$ cat config.mk
export PLATFORM = sky130hd
export DESIGN_NAME = hsw_seq_ctrl
export DESIGN_NICKNAME = d
export VERILOG_FILES = /design/src/rtl/hsw_pkg.sv /design/src/rtl/hsw_sync.sv /design/src/rtl/hsw_tick_timer.sv /design/src/rtl/hsw_seq_ctrl.sv
export SDC_FILE = /design/constraint.sdc
export NUM_CORES = 1
export LEC_CHECK = 0
export ABC_AREA = 1
export CAP_MARGIN = 15
export CORE_MARGIN = 10
export CORE_UTILIZATION = 50
export DETAILED_ROUTE_END_ITERATION = 8
export DONT_BUFFER_PORTS = 1
export PLACE_DENSITY = 0.71
export SYNTH_ARGS = -nofsm -noshare
export SYNTH_HDL_FRONTEND = slang
export SYNTH_SLANG_ARGS = --single-unit
$ cat constraint.sdc
create_clock -name clk -period 7.22 [get_ports clk]
set_input_delay 0.722 -clock clk [delete_from_list [all_inputs] [get_ports clk]]
set_output_delay 0.722 -clock clk [all_outputs]
set_load 0.02 [all_outputs]
$ cat src/rtl/hsw_pkg.sv
package hsw_pkg;

    typedef enum logic [2:0] {
        ST_WAIT  = 3'd0,
        ST_READY = 3'd1,
        ST_ON    = 3'd2,
        ST_PG1   = 3'd3,
        ST_PG2   = 3'd4,
        ST_PGI   = 3'd5,
        ST_RUN   = 3'd6
    } hsw_state_e;

    localparam int FLT_W    = 4;
    localparam int FLT_UV   = 0;
    localparam int FLT_OV   = 1;
    localparam int FLT_VLO  = 2;
    localparam int FLT_PBAD = 3;

    typedef struct packed {
        logic uvl;
        logic uvh;
        logic ov;
        logic vlo;
        logic on;
        logic off;
        logic vds;
        logic ghi;
        logic epg_n;
    } hsw_pins_t;

    typedef struct packed {
        hsw_state_e       state;
        logic             gate;
        logic             pg1;
        logic             pg2;
        logic [FLT_W-1:0] flt;
    } hsw_regs_t;

    function automatic logic hsw_is_active(hsw_state_e s);
        return (s == ST_ON) || (s == ST_PG1) || (s == ST_PG2) ||
               (s == ST_PGI) || (s == ST_RUN);
    endfunction

endpackage

$ cat src/rtl/hsw_sync.sv
module hsw_sync #(
    parameter int WIDTH  = 1,
    parameter int STAGES = 2
) (
    input  logic             clk,
    input  logic             rst_n,
    input  logic [WIDTH-1:0] d_i,
    output logic [WIDTH-1:0] q_o
);

    logic [WIDTH-1:0] st_q [STAGES];

    for (genvar g = 0; g < STAGES; g++) begin : g_stage
        logic [WIDTH-1:0] st_d;
        if (g == 0) begin : g_first
            always_comb st_d = d_i;
        end else begin : g_next
            always_comb st_d = st_q[g-1];
        end
        always_ff @(posedge clk or negedge rst_n) begin
            if (!rst_n) st_q[g] <= '0;
            else        st_q[g] <= st_d;
        end
    end

    assign q_o = st_q[STAGES-1];

endmodule

$ cat src/rtl/hsw_tick_timer.sv
module hsw_tick_timer #(
    parameter int CW = 4
) (
    input  logic          clk,
    input  logic          rst_n,
    input  logic          clr_i,
    input  logic          tick_i,
    input  logic [CW-1:0] limit_i,
    output logic          done_o
);

    logic [CW-1:0] cnt_d, cnt_q;

    always_comb begin
        cnt_d = cnt_q;
        if (clr_i)
            cnt_d = '0;
        else if (tick_i && (cnt_q < limit_i))
            cnt_d = cnt_q + 1'b1;
    end

    always_ff @(posedge clk or negedge rst_n) begin
        if (!rst_n) cnt_q <= '0;
        else        cnt_q <= cnt_d;
    end

    assign done_o = (cnt_q >= limit_i);

    // count saturates at the active window length
    a_r11_no_overflow: assert property (@(posedge clk) disable iff (!rst_n)
        cnt_q <= limit_i);

    // without a tick and without a clear the count holds
    a_r11_hold_no_tick: assert property (@(posedge clk) disable iff (!rst_n)
        (!tick_i && !clr_i) |=> $stable(cnt_q));

endmodule

$ cat src/rtl/hsw_seq_ctrl.sv
module hsw_seq_ctrl
    import hsw_pkg::*;
#(
    parameter int TD_TICKS    = 1000,
    parameter int SYNC_STAGES = 2
) (
    input  logic             clk,
    input  logic             rst_n,
    input  logic             tick_en_i,
    input  logic             uvl_ok_i,
    input  logic             uvh_ok_i,
    input  logic             ov_i,
    input  logic             vin_lo_i,
    input  logic             on_pin_i,
    input  logic             off_pin_i,
    input  logic             ctrl_on_i,
    input  logic             vds_low_i,
    input  logic             gate_hi_i,
    input  logic             ext_pg_n_i,
    input  logic             flt_clr_i,
    output logic             gate_en_o,
    output logic             ss_rst_o,
    output logic             pg1_n_o,
    output logic             pg2_n_o,
    output logic [FLT_W-1:0] fault_o
);

    localparam int CW = $clog2(4 * TD_TICKS + 1);
    localparam int PW = $bits(hsw_pins_t);
    localparam logic [CW-1:0] LIM_TD  = CW'(TD_TICKS);
    localparam logic [CW-1:0] LIM_2TD = CW'(2 * TD_TICKS);
    localparam logic [CW-1:0] LIM_4TD = CW'(4 * TD_TICKS);

    hsw_pins_t      pin_raw, pin_s;
    logic [PW-1:0]  pin_raw_vec, pin_s_vec;

    always_comb begin
        pin_raw.uvl   = uvl_ok_i;
        pin_raw.uvh   = uvh_ok_i;
        pin_raw.ov    = ov_i;
        pin_raw.vlo   = vin_lo_i;
        pin_raw.on    = on_pin_i;
        pin_raw.off   = off_pin_i;
        pin_raw.vds   = vds_low_i;
        pin_raw.ghi   = gate_hi_i;
        pin_raw.epg_n = ext_pg_n_i;
    end

    assign pin_raw_vec = pin_raw;

    hsw_sync #(
        .WIDTH (PW),
        .STAGES(SYNC_STAGES)
    ) u_sync (
        .clk  (clk),
        .rst_n(rst_n),
        .d_i  (pin_raw_vec),
        .q_o  (pin_s_vec)
    );

    assign pin_s = hsw_pins_t'(pin_s_vec);

    hsw_regs_t        r_d, r_q;
    logic             tmr_clr, tmr_done, restart;
    logic [CW-1:0]    tmr_lim;
    logic             uv_low, sup_ok, on_req, kill, drop_pg;
    logic [FLT_W-1:0] flt_set;

    hsw_tick_timer #(
        .CW(CW)
    ) u_timer (
        .clk    (clk),
        .rst_n  (rst_n),
        .clr_i  (tmr_clr),
        .tick_i (tick_en_i),
        .limit_i(tmr_lim),
        .done_o (tmr_done)
    );

    always_comb begin
        uv_low  = !pin_s.uvl && !pin_s.uvh;
        sup_ok  = !uv_low && !pin_s.ov && !pin_s.vlo && !pin_s.off;
        on_req  = pin_s.on || ctrl_on_i;
        kill    = r_q.gate && (!sup_ok || !on_req);
        drop_pg = (uv_low || pin_s.off || pin_s.vlo || !on_req) && !pin_s.ov;

        r_d     = r_q;
        flt_set = '0;
        restart = 1'b0;

        unique case (r_q.state)
            ST_WAIT: begin
                if (!sup_ok)       restart   = 1'b1;
                else if (tmr_done) r_d.state = on_req ? ST_ON : ST_READY;
            end
            ST_READY: begin
                if (!sup_ok)      r_d.state = ST_WAIT;
                else if (on_req)  r_d.state = ST_ON;
            end
            ST_ON: begin
                if (!kill && pin_s.vds && pin_s.ghi) r_d.state = ST_PG1;
            end
            ST_PG1: begin
                if (!kill && tmr_done) begin
                    r_d.pg1   = 1'b1;
                    r_d.state = ST_PG2;
                end
            end
            ST_PG2: begin
                if (!kill && tmr_done) begin
                    r_d.pg2   = 1'b1;
                    r_d.state = ST_PGI;
                end
            end
            ST_PGI: begin
                if (!kill) begin
                    if (!pin_s.epg_n) begin
                        r_d.state = ST_RUN;
                    end else if (tmr_done) begin
                        flt_set[FLT_PBAD] = 1'b1;
                        r_d.pg1           = 1'b0;
                        r_d.pg2           = 1'b0;
                        r_d.state         = ST_WAIT;
                    end
                end
            end
            ST_RUN: ;
            default: r_d.state = ST_WAIT;
        endcase

        if (kill) begin
            r_d.state        = ST_WAIT;
            flt_set[FLT_UV]  = uv_low;
            flt_set[FLT_OV]  = pin_s.ov;
            flt_set[FLT_VLO] = pin_s.vlo;
        end

        if (drop_pg) begin
            r_d.pg1 = 1'b0;
            r_d.pg2 = 1'b0;
        end

        r_d.gate = hsw_is_active(r_d.state);
        r_d.flt  = (r_q.flt & ~{FLT_W{flt_clr_i}}) | flt_set;

        tmr_clr = restart || (r_d.state != r_q.state);

        case (r_q.state)
            ST_WAIT:         tmr_lim = LIM_TD;
            ST_PG1, ST_PG2:  tmr_lim = LIM_2TD;
            default:         tmr_lim = LIM_4TD;
        endcase
    end

    always_ff @(posedge clk or negedge rst_n) begin
        if (!rst_n) begin
            r_q.state <= ST_WAIT;
            r_q.gate  <= 1'b0;
            r_q.pg1   <= 1'b0;
            r_q.pg2   <= 1'b0;
            r_q.flt   <= '0;
        end else begin
            r_q <= r_d;
        end
    end

    assign gate_en_o = r_q.gate;
    assign ss_rst_o  = !r_q.gate;
    assign pg1_n_o   = !r_q.pg1;
    assign pg2_n_o   = !r_q.pg2;
    assign fault_o   = r_q.flt;

    // the gate only rises after a healthy supply with an ON request
    a_r2_gate_needs_supply: assert property (@(posedge clk) disable iff (!rst_n)
        $rose(r_q.gate) |-> $past(sup_ok && on_req));

    // any turn-off cause with the gate on removes the gate next cycle
    a_r8_kill_turns_off: assert property (@(posedge clk) disable iff (!rst_n)
        (r_q.gate && (!sup_ok || !on_req)) |=> !r_q.gate);

    // first power-good only asserts with the gate on
    a_r5_pg1_needs_gate: assert property (@(posedge clk) disable iff (!rst_n)
        $rose(r_q.pg1) |-> r_q.gate);

    // second power-good never ahead of the first
    a_r6_pg_order: assert property (@(posedge clk) disable iff (!rst_n)
        r_q.pg2 |-> r_q.pg1);

    // overvoltage never releases power-good
    a_r9_ov_keeps_pg: assert property (@(posedge clk) disable iff (!rst_n)
        (r_q.pg1 && pin_s.ov) |=> r_q.pg1);

    // without a clear strobe no fault bit is lost
    a_r10_fault_sticky: assert property (@(posedge clk) disable iff (!rst_n)
        !flt_clr_i |=> ((r_q.flt & $past(r_q.flt)) == $past(r_q.flt)));

    // a clear while the gate is off empties the fault bits
    a_r10_clear_empties: assert property (@(posedge clk) disable iff (!rst_n)
        (flt_clr_i && !r_q.gate) |=> (r_q.flt == '0));

endmodule

Word level (Yosys, flattened, before mapping). Index checks and enable logic that the tools add are counted.

Bits in registers: 40. Latch bits: 0. RAM bits: 0. Bits in read-only memories: 0. Input bits: 14. Output and inout port bits: 8. Memories kept: 0.

Add/subtract/negate cells: 1. Multipliers: 0. Div/mod/pow operators: 0. Order comparisons: 2. Equal/unequal tests: 17. Shifts and indexed selects: 0. Mux-type cells: 29. Bitwise operators: 3. Reduce and logical (&&, ||, !) cells: 39.

Operators by type and width (count): 2-to-1 mux 3 bit (11); 2-to-1 mux 12 bit (2); one-hot mux 12 bit (2 select lines) (1); one-hot mux 3 bit (7 select lines) (1); == test 3 bit, second input constant (6); adder 12 x 1 -> 12 bit, second input constant (1); == test 3 x 2 -> 1 bit, second input constant (4); greater-or-equal comparator 12 bit (1); zero test 1 bit (12); < comparator 12 bit (1); != test 3 bit, second input constant (4); logical AND 1 bit (10); logical OR 1 bit (10); 2-to-1 mux 2 bit (5); AND reduction 5 bit (2); 2-to-1 mux 1 bit (7); nonzero test 3 bit (2); bitwise AND 4 bit (1); NOT 4 bit (1); bitwise OR 4 bit (1); one-hot mux 1 bit (2 select lines) (2); == test 3 x 1 -> 1 bit, second input constant (1); zero test 3 bit (1); != test 3 x 2 -> 1 bit, second input constant (1); 3 further kinds (3).

Depth between registers and ports, before layout. Gate-level depths: netlist (run 1).

Depth after elaboration: 20. Mapped depth: 21.

By module. Synthesis (run 1) repeated with hierarchy kept, for this count alone.

Cell total of the unflattened synthesis: 302. Area total of the unflattened synthesis: 2373.5 um^2.

Modules (own cells, without submodules): hsw_tick_timer (instances 1, cells each 160, area an instance 1121.1 um^2); hsw_seq_ctrl (instances 1, cells each 124, area an instance 802.0 um^2); hsw_sync (instances 1, cells each 18, area an instance 450.4 um^2).

Least setup slack after synthesis (run 1). Ideal clock, no wire load.

Path kind: reg-to-reg. Start: register r_q[7] (netlist bit). End: register u_timer.cnt_q[1]. Setup time: 0.126 ns. Arrival: 2.427 ns. Slack: 4.668 ns. Cell stages (with the launch flop): 21. Path buffers: 1. Cells stage by stage: dfrtp_1 -> inv_1 -> nor3_1 -> inv_1 -> nand2_1 -> nor2_1 -> ha_1 -> nand2_4 -> nor2_2 -> nand3_1 -> nand2_2 -> inv_2 -> nand3_2 -> nand2_2 -> nand2_2 -> nand3_2 -> nand2_1 -> nand2_1 -> nand3_2 -> buf_6 -> nor3_2.

Longest elaborated chain between the ends: 11.

RTL lines: start, declared (RTL line hsw_seq_ctrl.sv:63) `hsw_regs_t r_d, r_q;`; start signal, assigned (RTL line hsw_seq_ctrl.sv:163) `r_q <= r_d;`; == test 3 x 2 -> 1 bit or == test 3 bit (tied branches) (RTL line hsw_seq_ctrl.sv:91, hsw_seq_ctrl.sv:148); OR reduction 2 bit (RTL line hsw_seq_ctrl.sv:148) `case (r_q.state)`; one-hot mux 12 bit (2 select lines) (RTL line hsw_seq_ctrl.sv:148); greater-or-equal comparator 12 bit (RTL line hsw_tick_timer.sv:27) `assign done_o = (cnt_q >= limit_i);`; 2-to-1 mux 3 bit (tied with other cells) (RTL line hsw_seq_ctrl.sv:119) `end else if (tmr_done) begin`; 2-to-1 mux 3 bit, on equally long branches; one-hot mux 3 bit (7 select lines) (RTL line hsw_seq_ctrl.sv:91) `unique case (r_q.state)`; 2-to-1 mux 3 bit (RTL line hsw_seq_ctrl.sv:131) `if (kill) begin`; != test 3 bit (RTL line hsw_seq_ctrl.sv:146) `tmr_clr = restart || (r_d.state != r_q.state);`; logical OR 1 bit (RTL line hsw_seq_ctrl.sv:146); 2-to-1 mux 12 bit or nonzero test 2 bit (tied branches); end signal, assigned (RTL line hsw_tick_timer.sv:24) `else cnt_q <= cnt_d;`; end, declared (RTL line hsw_tick_timer.sv:12) `logic [CW-1:0] cnt_d, cnt_q;`.

Parallel ways exist; a longest one is shown, timed or not. A chain may end at the register's enable or synchronous reset.

Worst setup path after layout (run 1).
Start: register r_q[7] (netlist bit). End: register u_timer.cnt_q[11].

The elaborated chain is that of the path after synthesis.

==> results by group, run 1 <==
Synth
  – Post-synthesis adder-cell area fraction: 0.0466
  – Post-Synthesis Cells: 239
  – Post-synthesis share of cell area spent on xor and xnor gates: 0.0367
  – Area leader, netlist: dfrtp_1
  – Synth async-reset ratio: 1.00
  – Synthesized Nets: 261
  – Multiplexer area fraction after synthesis: 0
  – Synth Warn #: 0
  – FF+latch count, synth: 40
  – Dominant synthesized flop cell: dfrtp_1
  – Largest family of logic cells by synthesized area: simple AND/OR/NAND/NOR gates
  – Post-Synth Simple-Gate Area: 0.294
  – Top-area cell type share of the netlist area: 0.466
  – Post-synth top cells: 41 x inv_1, 40 x dfrtp_1, 38 x nand2_1
  – Top-count cell post-synth: inv_1
  – Compound-Gate Fraction of Synth Area: 0.0455
  – Seq/Total Area, Yosys: 0.466
  – Synth area leaders: dfrtp_1 47%, inv_1 7.2%, nand2_1 6.6%
  – Cell area after synthesis: 2150 sq um
  – EDFF count, synth: 0
  – Number of library cell types mapped by synthesis: 28
  – Avg Cell Area, Syn: 8.98 sq um

Clocking
  – CTS max path bufs: 2
  – Clock Latency Late Sink: 0.30 ns
  – H-tree level count: 2
  – CTS root buf: clkbuf_8
  – Clock transition at path regs: 0.08 ns
  – Total CTS buffers: 5
  – Clock sink total: 40
  – PostCTS Resize Cnt: 0
  – Setup bufs post-CTS: 0
  – CTS tree: yes
  – Hold buffers post-CTS: 0

Pwr
  – Peak supply drop: 0.126 mV
  – Leak: 1.08 nW
  – PwrDens: 193 nW/um^2

Run
  – Max_cap viols: 0

Drt
  – Total number of vias: 1506
  – Remaining routing DRC violations: 0
  – DR WL/cell: 13.6 microns
  – Routed WL: 3940 microns
  – Via-to-Cell Ratio: 5.21
  – 1st-pass router iterations: 4
  – DR iter-0 viols: 110
  – Routed Antenna Nets: 0

Finish
  – # nets final: 260
  – Synth-to-Final Area Change: 4.78%
  – Multi-input logic area: 908 sq um
  – Fraction of layout cells with a size suffix above 1: 0.163
  – Antenna cell count: 0
  – Filler cells: 359
  – Seq. cell area: 1000 sq um
  – Design Area, Final: 2250 sq um

Outcome
  – Status: finished clean

GRT
  – Grt total ovfl: 0
  – Tot GR Track Use: 0.115
  – Antenna violations before repair: 0
  – First-pass GRT wire length: 6900 microns
  – Largest net degree at the start of global routing: 41
  – Vias in the first global route: 1485

Timing
  – Setup TNS Final: 0 ns
  – Final count of hold timing violations: 0
  – Final setup fails: 0
  – Tcrit/Tclk final: 0.427
  – Tmin final: 3.08 ns
  – Highest Clock Rate: 325 MHz
  – Worst clock skew: 0.00730 ns
  – Worst Max-Slew Pin Slew: 0.425 ns
  – Final Max Slew Viols: 0
  – Slew HR: 0.714
  – Unrepaired setup endpoints after global routing: no

Setup path
  – CP most frequent cell: nand2_1
  – CP Class: reg -> reg
  – Crit path cell chain: inv_1, nor3_1, inv_1, nand2_1, nor2_1, ha_1, nand2_4, inv_2, nand2_1, nand2_1, nand2_1, nand3_2, nand2_2, nand2_2, nand3_2, nand2_1, nand2_1, nand3_2, nor3_1
  – Req. time, crit path: 7.43 ns
  – CP Capture Type: flop
  – Crit path DAT: 3.29 ns
  – Largest stage delay, worst path: 0.42 ns
  – Worst-path fanout max: 12
  – Slowest stage cell, crit path: dfrtp_1
  – Startpoint Class: flop

Placed design
  – Dpl cell area: 2130 sq um
  – Final HPWL DP: 2990 microns
  – Routability Congestion: 0.948
  – PortBufs: 0

Floorplan
  – Core footprint: 4090 sq um
  – Initial Util: 0.525
  – Rows: 23
  – Io pins: 22
  – Die X: 85.5 microns
  – Die area: 7310 sq um
  – Die Y: 85.5 microns

Min path
  – Hold Path Class: in -> async
## critical path, delay by kind of cell, from the launching register on
kind / cells / cell delay [ns]
adders and majority gates: 1 / 0.31
buffers and inverters: 3 / 0.25
DFF: 1 / 0.42
and+or+nand+nor: 15 / 2.00
## path summary, 6_finish.rpt
kind | end | slack [ns] | depth (start not counted) | startpoint
min in group clk | u_sync.q_o[6] | 0.35 | 0 | u_sync.g_stage[1].st_d[6]
max | u_timer.cnt_q[11] | 4.14 | 19 | r_q[7]
min reg2reg | u_sync.q_o[6] | 0.35 | 0 | u_sync.g_stage[1].st_d[6]
min | u_sync.q_o[5] | 0.11 | 0 | rst_n
max reg2reg | u_timer.cnt_q[11] | 4.14 | 19 | r_q[7]
max in group asynchronous | u_timer.cnt_q[9] | 7.03 | 0 | rst_n
## cell usage in the layout, fill, tap and decap left out
cell / count
a21boi_2: 1
nand4_1: 9
a21oi_1: 5
nor2_1: 14
nand4_2: 1
dfrtp_1: 40
nand2_2: 7
nor3_2: 10
ha_1: 8
nor2_4: 3
nand3b_1: 1
bufinv_16: 1
o21ai_0: 8
o2111ai_1: 1
o22ai_1: 2
clkinvlp_4: 1
or2_2: 1
nand2_4: 1
inv_2: 2
nand3_2: 3
inv_6: 1
nand3_1: 17
xnor2_1: 3
xor2_1: 6
nor3b_1: 1
nor3_1: 6
nor2_2: 2
inv_1: 41
nand2_1: 38
clkbuf_8: 5
## area by class of cell
cell class | count | share of cell area
tap | 50 | 0.0278
multi-input combinational | 148 | 0.404
inverter | 43 | 0.0718
clock buffer | 5 | 0.0306
sequential | 40 | 0.445
clock inverter | 3 | 0.0206
## state kept, by name, summed over array words and instances (netlist names)
| name | flops |
|---|---|
| r_q | 5 |
| u_sync.g_stage.st_d | 9 |
| gate_en_o | 1 |
| u_timer.cnt_q | 12 |
| fault_o | 4 |
| u_sync.q_o | 9 |
## per-layer routing
metal / global-route usage / routed length, microns / vias up
met5: 0 / 0 / -
met4: 0.0539 / 77 / 0
met3: 0.0369 / 224 / 7
met2: 0.173 / 1810 / 40
met1: 0.147 / 1840 / 702
li1: - / - / 757
## where the power goes
| part | internal [W] | total, W | leakage [nW] | switching, W |
|---|---|---|---|---|
| Combinational | 0.00000333 | 0.0000127 | 0.507 | 0.00000935 |
| Sequential | 0.000231 | 0.000233 | 0.513 | 0.00000246 |
| Clock | 0.000104 | 0.000189 | 0.0548 | 0.0000848 |
| Total | 0.000338 | 0.000435 | 1.08 | 0.0000966 |
## per-stage QoR
step,hold WS [ns],setup WS [ns],cells,util,power (W)
2_1_floorplan,0.331,4.67,239,-,0.000248
3_3_place_gp,0.332,4.34,281,0.522,0.000250
3_5_place_dp,0.336,4.22,281,0.522,0.000250
4_1_cts,0.0925,4.15,289,0.550,0.000442
5_1_grt,0.0795,3.76,289,0.550,0.000454
6_report,0.106,4.14,289,0.550,0.000435
## cells by family after synthesis
family / count (synthesis)
adder cells (fa/ha/maj): 8
buffers and inverters: 51
AND/OR/NAND/NOR: 114
flip-flops: 40
AO/OA/AOI/OAI: 17
XOR/XNOR: 9
No activity file was read; power rests on OpenSTA's default activity.
==> run 2, diff against run 1 <==
--- a/config.mk
+++ b/config.mk
@@ -11,7 +11,7 @@
 export CORE_UTILIZATION = 50
 export DETAILED_ROUTE_END_ITERATION = 8
 export DONT_BUFFER_PORTS = 1
-export PLACE_DENSITY = 0.71
+export PLACE_DENSITY = 0.74
 export SYNTH_ARGS = -nofsm -noshare
 export SYNTH_HDL_FRONTEND = slang
 export SYNTH_SLANG_ARGS = --single-unit
==> constraint.sdc (replaced) <==
create_clock -name clk -period 2.7 [get_ports clk]
set_input_delay 0.27 -clock clk [delete_from_list [all_inputs] [get_ports clk]]
set_output_delay 0.27 -clock clk [all_outputs]
set_load 0.02 [all_outputs]
==> run 2 against run 1 <==
  * Core utilization increased by 11 points
  * Clock power increased to 2.7 times the previous value
  * Critical path depth unchanged
  * Non-clock buffer count increased by 28
  * Final cell count increased by 9.7%
  * Flip-flop and latch count unchanged
  * Critical path type unchanged
  * The run now ends with negative setup slack left
==> results by group, run 2 (same netlist as run 1, synthesis figures left out) <==
Outcome
  – Status: finished, violations left
  – Failing checks: negative setup slack

Floorplan
  – Rows: 23
  – Initial Util: 0.525
  – Die area: 7310 sq um
  – Die Y: 85.5 microns
  – Io pins: 22
  – Die X: 85.5 microns
  – Core footprint: 4090 sq um

Finish
  – Most flops, register: u_timer.cnt_q
  – Fraction of layout cells with a size suffix above 1: 0.300
  – # nets final: 288
  – Post-Layout Cell Count: 317
  – Commonest non-fill, non-tap cell in the layout: dfrtp_1
  – Most frequent cells in the layout: 38 x dfrtp_1, 36 x inv_1, 33 x nand2_1, 14 x nand3_1, 14 x buf_4
  – Antenna cell count: 0
  – Max reg flops: 12
  – Synth-to-Final Area Change: 25.4%

Setup path
  – Slowest stage cell, crit path: dfrtp_1
  – Crit path DAT: 2.92 ns
  – Startpoint Class: flop
  – Largest stage delay, worst path: 0.44 ns
  – Crit path cell chain: inv_2, nor3_4, inv_2, nand2_4, nor2_4, inv_2, ha_4, nand2_4, nor2_4, a21boi_2, nor2_4, nand3_1, nand3_1, nand2_1, nand2_1, nand2_1, nand3_4, buf_12, nor3_2
  – Reg2Reg Setup Slack: -0.008 ns
  – Req. time, crit path: 2.91 ns
  – CP Capture Type: flop
  – Worst-path fanout max: 6
  – CP Class: reg -> reg

Placed design
  – PortBufs: 0
  – Final HPWL DP: 2940 microns
  – Inst Count DP: 288
  – Routability Congestion: 0.910

Clocking
  – Clock sink total: 40
  – Total CTS buffers: 5
  – Clock transition at path regs: 0.09 ns
  – CTS max path bufs: 2
  – H-tree level count: 2
  – CTS root buf: clkbuf_8
  – Clock Latency Late Sink: 0.30 ns
  – CTS tree: yes

Pwr
  – Peak supply drop: 0.420 mV
  – Sw Ratio: 0.228
  – Final Power: 0.00119 W
  – Sequential power share: 0.523
  – P_sw: 0.000272 W
  – Int Pwr: 0.000921 W
  – PwrDens: 443 nW/um^2
  – Leak: 1.23 nW
  – Clk pwr share: 0.420
  – Comb pwr share: 0.057

Timing
  – Highest Clock Rate: 369 MHz
  – Worst clock skew: 0.0125 ns
  – Tmin final: 2.71 ns
  – Final Max Slew Viols: 0
  – Worst Max-Slew Pin Slew: 0.329 ns
  – Unrepaired setup endpoints after global routing: yes
  – Final count of hold timing violations: 0
  – Slew HR: 0.780
  – Final setup fails: 2
  – Tcrit/Tclk final: 1.00
  – Worst path setup slack after routing: -0.00809 ns

Drt
  – Via-to-Cell Ratio: 5.33
  – Routed Antenna Nets: 0
  – DR iter-0 viols: 134
  – Total number of vias: 1691
  – DR WL/cell: 15.0 microns
  – Routed WL: 4760 microns
  – Remaining routing DRC violations: 0
  – 1st-pass router iterations: 5

Min path
  – Hold Path Class: in -> reg

GRT
  – Vias in the first global route: 1528
  – First-pass GRT wire length: 7090 microns
  – Largest net degree at the start of global routing: 41
  – Antenna violations before repair: 0
  – GRT busiest layer: met2
  – Tot GR Track Use: 0.117
  – Met1 Use GR: 0.144
  – Met2 Use GR: 0.190
  – Grt total ovfl: 0
  – Met3 usage: 0.0397

Run
  – Max_cap viols: 0
-- run 2: changes by cell type in the layout (fill, tap and decap cells not counted), moves of 3 or more --
cell           previous run  this run
dlygate4sd3_1             0        10
nand3_1                  17        14
inv_2                     2         7
buf_12                    0         3
inv_1                    41        36
nor3_2                   10         7
nand2_4                   1         4
nand2_1                  38        33
nor3_1                    6         3
buf_4                     0        14
nor3_4                    0         6
-- run 2: timing repair --
item,4_1_cts,5_1_grt
pin swaps,0,10
hold endpoints to repair,49,0
gates cloned,0,1
endpoints found under the setup margin,11,14
setup buffers,0,9
gates resized for setup,1,34
hold buffers,11,0
-- run 2: metal layers --
| metal | part of all wire | vias up |
|---|---|---|
| li1 | - | 812 |
| met1 | 0.42 | 815 |
| met2 | 0.51 | 56 |
| met3 | 0.056 | 8 |
| met4 | 0.014 | 0 |
| met5 | 0 | - |
-- run 2: stage by stage --
stage	hold WS, ns	area, sq um	worst slack [ns]	setup TNS, ns	utilization
final	0.0503	2690	-0.00809	-0.0138	0.658
after CTS	0.0503	2450	0.0190	0	0.600
after global placement	-0.0244	2210	0.111	0	0.541
after floorplan	-0.0256	2150	0.148	0	-
after detailed placement	-0.0245	2210	-0.0246	-0.0336	0.541
after global routing	0.0540	2690	-0.188	-2.08	0.658
-- run 2: layout make-up --
cell class / instances / area, sq um
inverter: 43 / 161
clock buffer: 5 / 68.8
fill: 295 / 1400
tap: 50 / 62.6
timing repair buffer: 28 / 290
sequential: 40 / 1000
clock inverter: 3 / 46.3
multi-input combinational: 148 / 1060
-- run 2: critical path, delay by kind of cell, from the launching register on --
kind | cells | cell delay (ns)
simple gates | 13 | 1.25
flops | 1 | 0.44
buf+inv | 4 | 0.43
fa+ha+maj | 1 | 0.28
compound gates | 1 | 0.22
-- run 2: power by group through the flow --
stage	clock (W)	combinational, W	sequential, W
CTS	0.000515	0.0000636	0.000624
finish	0.000501	0.0000678	0.000624
floorplan	0	0.0000298	0.000633
detailed placement	0	0.0000368	0.000636
global placement	0	0.0000364	0.000635
global route	0.000533	0.0000758	0.000626
-- run 2: path summary, 6_finish.rpt --
check	cells past startpoint	end	from
worst max-delay path	19	u_timer.cnt_q[0]	r_q[8]
worst min-delay path	1	fault_o[2]	flt_clr_i
worst max register to register	19	u_timer.cnt_q[0]	r_q[8]
worst min register to register	0	u_sync.q_o[7]	u_sync.g_stage[1].st_d[7]
max in group asynchronous	2	r_q[7]	rst_n
min in group asynchronous	2	r_q[9]	rst_n
==> run 3, diff against run 2 <==
--- a/config.mk
+++ b/config.mk
@@ -8,10 +8,10 @@
 export ABC_AREA = 1
 export CAP_MARGIN = 15
 export CORE_MARGIN = 10
-export CORE_UTILIZATION = 50
+export CORE_UTILIZATION = 56
 export DETAILED_ROUTE_END_ITERATION = 8
 export DONT_BUFFER_PORTS = 1
-export PLACE_DENSITY = 0.74
+export PLACE_DENSITY = 0.8
 export SYNTH_ARGS = -nofsm -noshare
 export SYNTH_HDL_FRONTEND = slang
 export SYNTH_SLANG_ARGS = --single-unit
==> run 3 against run 2 <==
  * The run still ends with negative setup slack left
  * Worst hold slack better by 0.021 ns
  * Die area is 8.3% lower
  * Register-to-register slack worse by 0.12 ns
  * Setup slack worse by 0.12 ns
  * Clock power is 2% lower
  * Global-route usage is 3.0 points higher
  * Final area is 1.7% higher
  * First-iteration DRC count is 77% higher
  * Via count is 4.4% higher
  * Critical path type unchanged
  * Critical endpoint is now u_timer.cnt_q[8]
  * Highest routed layer unchanged
==> results by group, run 3 (same netlist as run 1, synthesis figures left out) <==
Outcome
  – Status: finished, violations left
  – Failing checks: negative setup slack

Clocking
  – H-tree level count: 2
  – CTS tree: yes
  – CTS root buf: clkbuf_8
  – Clock transition at path regs: 0.08 ns
  – Clock sink total: 40
  – Clock Latency Late Sink: 0.29 ns
  – CTS max path bufs: 2
  – Total CTS buffers: 5

Floorplan
  – Die Y: 81.9 microns
  – Die area: 6710 sq um
  – Core footprint: 3690 sq um
  – Rows: 22
  – Initial Util: 0.582
  – Io pins: 22
  – Die X: 81.9 microns

Finish
  – Max reg flops: 12
  – Fraction of layout cells with a size suffix above 1: 0.309
  – Most frequent cells in the layout: 38 x dfrtp_1, 35 x inv_1, 28 x nand2_1, 14 x nand3_1, 12 x nor2_1
  – Filler cells: 220
  – Commonest non-fill, non-tap cell in the layout: dfrtp_1
  – Most flops, register: u_timer.cnt_q
  – Antenna cell count: 0
  – # nets final: 283
  – Synth-to-Final Area Change: 27.5%

Min path
  – Hold EP: fault_o[2]
  – Hold Path Depth: 1
  – Hold_sp: flt_clr_i
  – Hold Path Class: in -> reg

Timing
  – Final setup fails: 12
  – Tcrit/Tclk final: 1.05
  – Worst path setup slack after routing: -0.129 ns
  – Unrepaired setup endpoints after global routing: yes
  – Worst clock skew: 0.00607 ns
  – Slew HR: 0.757
  – Final Max Slew Viols: 0
  – Final count of hold timing violations: 0
  – Highest Clock Rate: 353 MHz
  – Tmin final: 2.83 ns
  – Worst Max-Slew Pin Slew: 0.363 ns

Drt
  – Wire length on met2: 2780 microns
  – 1st-pass router iterations: 7
  – Via-to-Cell Ratio: 5.70
  – Wl on met1: 2100 microns
  – DR iter-0 viols: 237
  – Total number of vias: 1766
  – Top sig layer: met4
  – Routed length on met3: 397 microns
  – DR WL/cell: 17.7 microns
  – Routed WL: 5500 microns
  – Routed Antenna Nets: 0
  – Remaining routing DRC violations: 0

GRT
  – Grt total ovfl: 0
  – Antenna violations before repair: 0
  – Largest net degree at the start of global routing: 41
  – First-pass GRT wire length: 7600 microns
  – Vias in the first global route: 1649
  – Tot GR Track Use: 0.147

Setup path
  – CP Capture Type: flop
  – Worst-path fanout max: 6
  – Crit path DAT: 3.05 ns
  – CP Class: reg -> reg
  – Reg2Reg Setup Slack: -0.13 ns
  – Reg2Reg Depth: 20
  – Worst r2r src: r_q[7]
  – Startpoint Class: flop
  – R2R Path End: u_timer.cnt_q[8]
  – Req. time, crit path: 2.92 ns

Placed design
  – Dpl ws: -0.0530 ns
  – PortBufs: 0
  – Routability Congestion: 1.02
  – Final HPWL DP: 3110 microns

Pwr
  – Leak: 1.24 nW
  – Peak supply drop: 0.409 mV
  – Final Power: 0.00119 W
  – PwrDens: 435 nW/um^2

Run
  – Max_cap viols: 0
## run 3: changes by cell type in the layout (fill, tap and decap cells not counted), moves of 2 or more
| cell | previous run | this run |
|---|---|---|
| clkinv_4 | 0 | 2 |
| nand2_1 | 33 | 28 |
| nor2_4 | 4 | 6 |
| buf_4 | 14 | 7 |
| inv_4 | 0 | 3 |
| nand2_4 | 4 | 9 |
| inv_2 | 7 | 5 |
| nor2_2 | 3 | 1 |
## run 3: report_power, final
group	leakage, nW	internal (W)	switching [W]
logic	0.673	0.0000265	0.0000454
clock network	0.0583	0.000278	0.000215
registers	0.510	0.000616	0.00000817
total	1.24	0.000921	0.000268
## run 3: stage by stage
stage	utilization	hold WS [ns]	instance area, sq um	instances	setup TNS, ns
final	0.742	0.0708	2740	310	-1.32
after global routing	0.742	0.0442	2740	310	-2.98
after CTS	0.668	0.0563	2460	303	0
after detailed placement	0.595	-0.0246	2190	284	-0.264
after global placement	0.595	-0.0246	2190	284	0
after floorplan	-	-0.0256	2150	239	0
## run 3: timing repair
action | in CTS | in global routing
pin swaps | 0 | 14
gates resized for setup | 11 | 42
hold endpoints to repair | 49 | 0
cloned | 0 | 2
buffers inserted | 0 | 5
setup endpoints to repair | 12 | 13
hold buffers | 11 | 0
## run 3: worst max-delay path by stage
stage	to	startpoint	slack [ns]
2_1_floorplan	u_timer.cnt_q[1]	r_q[7]	0.15
3_3_place_gp	u_timer.cnt_q[11]	r_q[9]	0.07
3_5_place_dp	u_timer.cnt_q[4]	r_q[7]	-0.05
4_1_cts	u_timer.cnt_q[4]	r_q[9]	0.008
5_1_grt	u_timer.cnt_q[8]	r_q[7]	-0.27
6_report	u_timer.cnt_q[8]	r_q[7]	-0.13
## run 3: cell type report
class	count	area, sq um	area share
Inverter	43	169	0.0618
Tap cell	48	60.1	0.0220
Clock buffer	5	68.8	0.0252
Clock inverter	3	47.5	0.0174
Timing Repair Buffer	23	274	0.100
Sequential cell	40	1000	0.367
Multi-Input combinational cell	148	1110	0.407
## run 3: per-layer routing
metal  vias to the layer above  track usage
li1                        810            -
met1                       838        0.167
met2                        93        0.248
met3                        25       0.0426
met4                         0       0.0697
met5                         -            0
## run 3: critical path: stages (launching register included)
cell       delay [ns]
dfrtp_2          0.47
inv_4            0.11
nor3_4           0.05
inv_2            0.08
nand2_4          0.07
nor2_4           0.16
inv_2            0.06
ha_4             0.28
nand2_4          0.06
nor2_4           0.16
nand3_2          0.10
nand2_2          0.11
inv_2            0.06
nand3_4          0.11
nand2_2          0.08
nand2_4          0.10
nand4_2          0.10
nand3_1          0.15
nand2_4          0.09
clkbuf_16        0.18
nor3_4           0.15
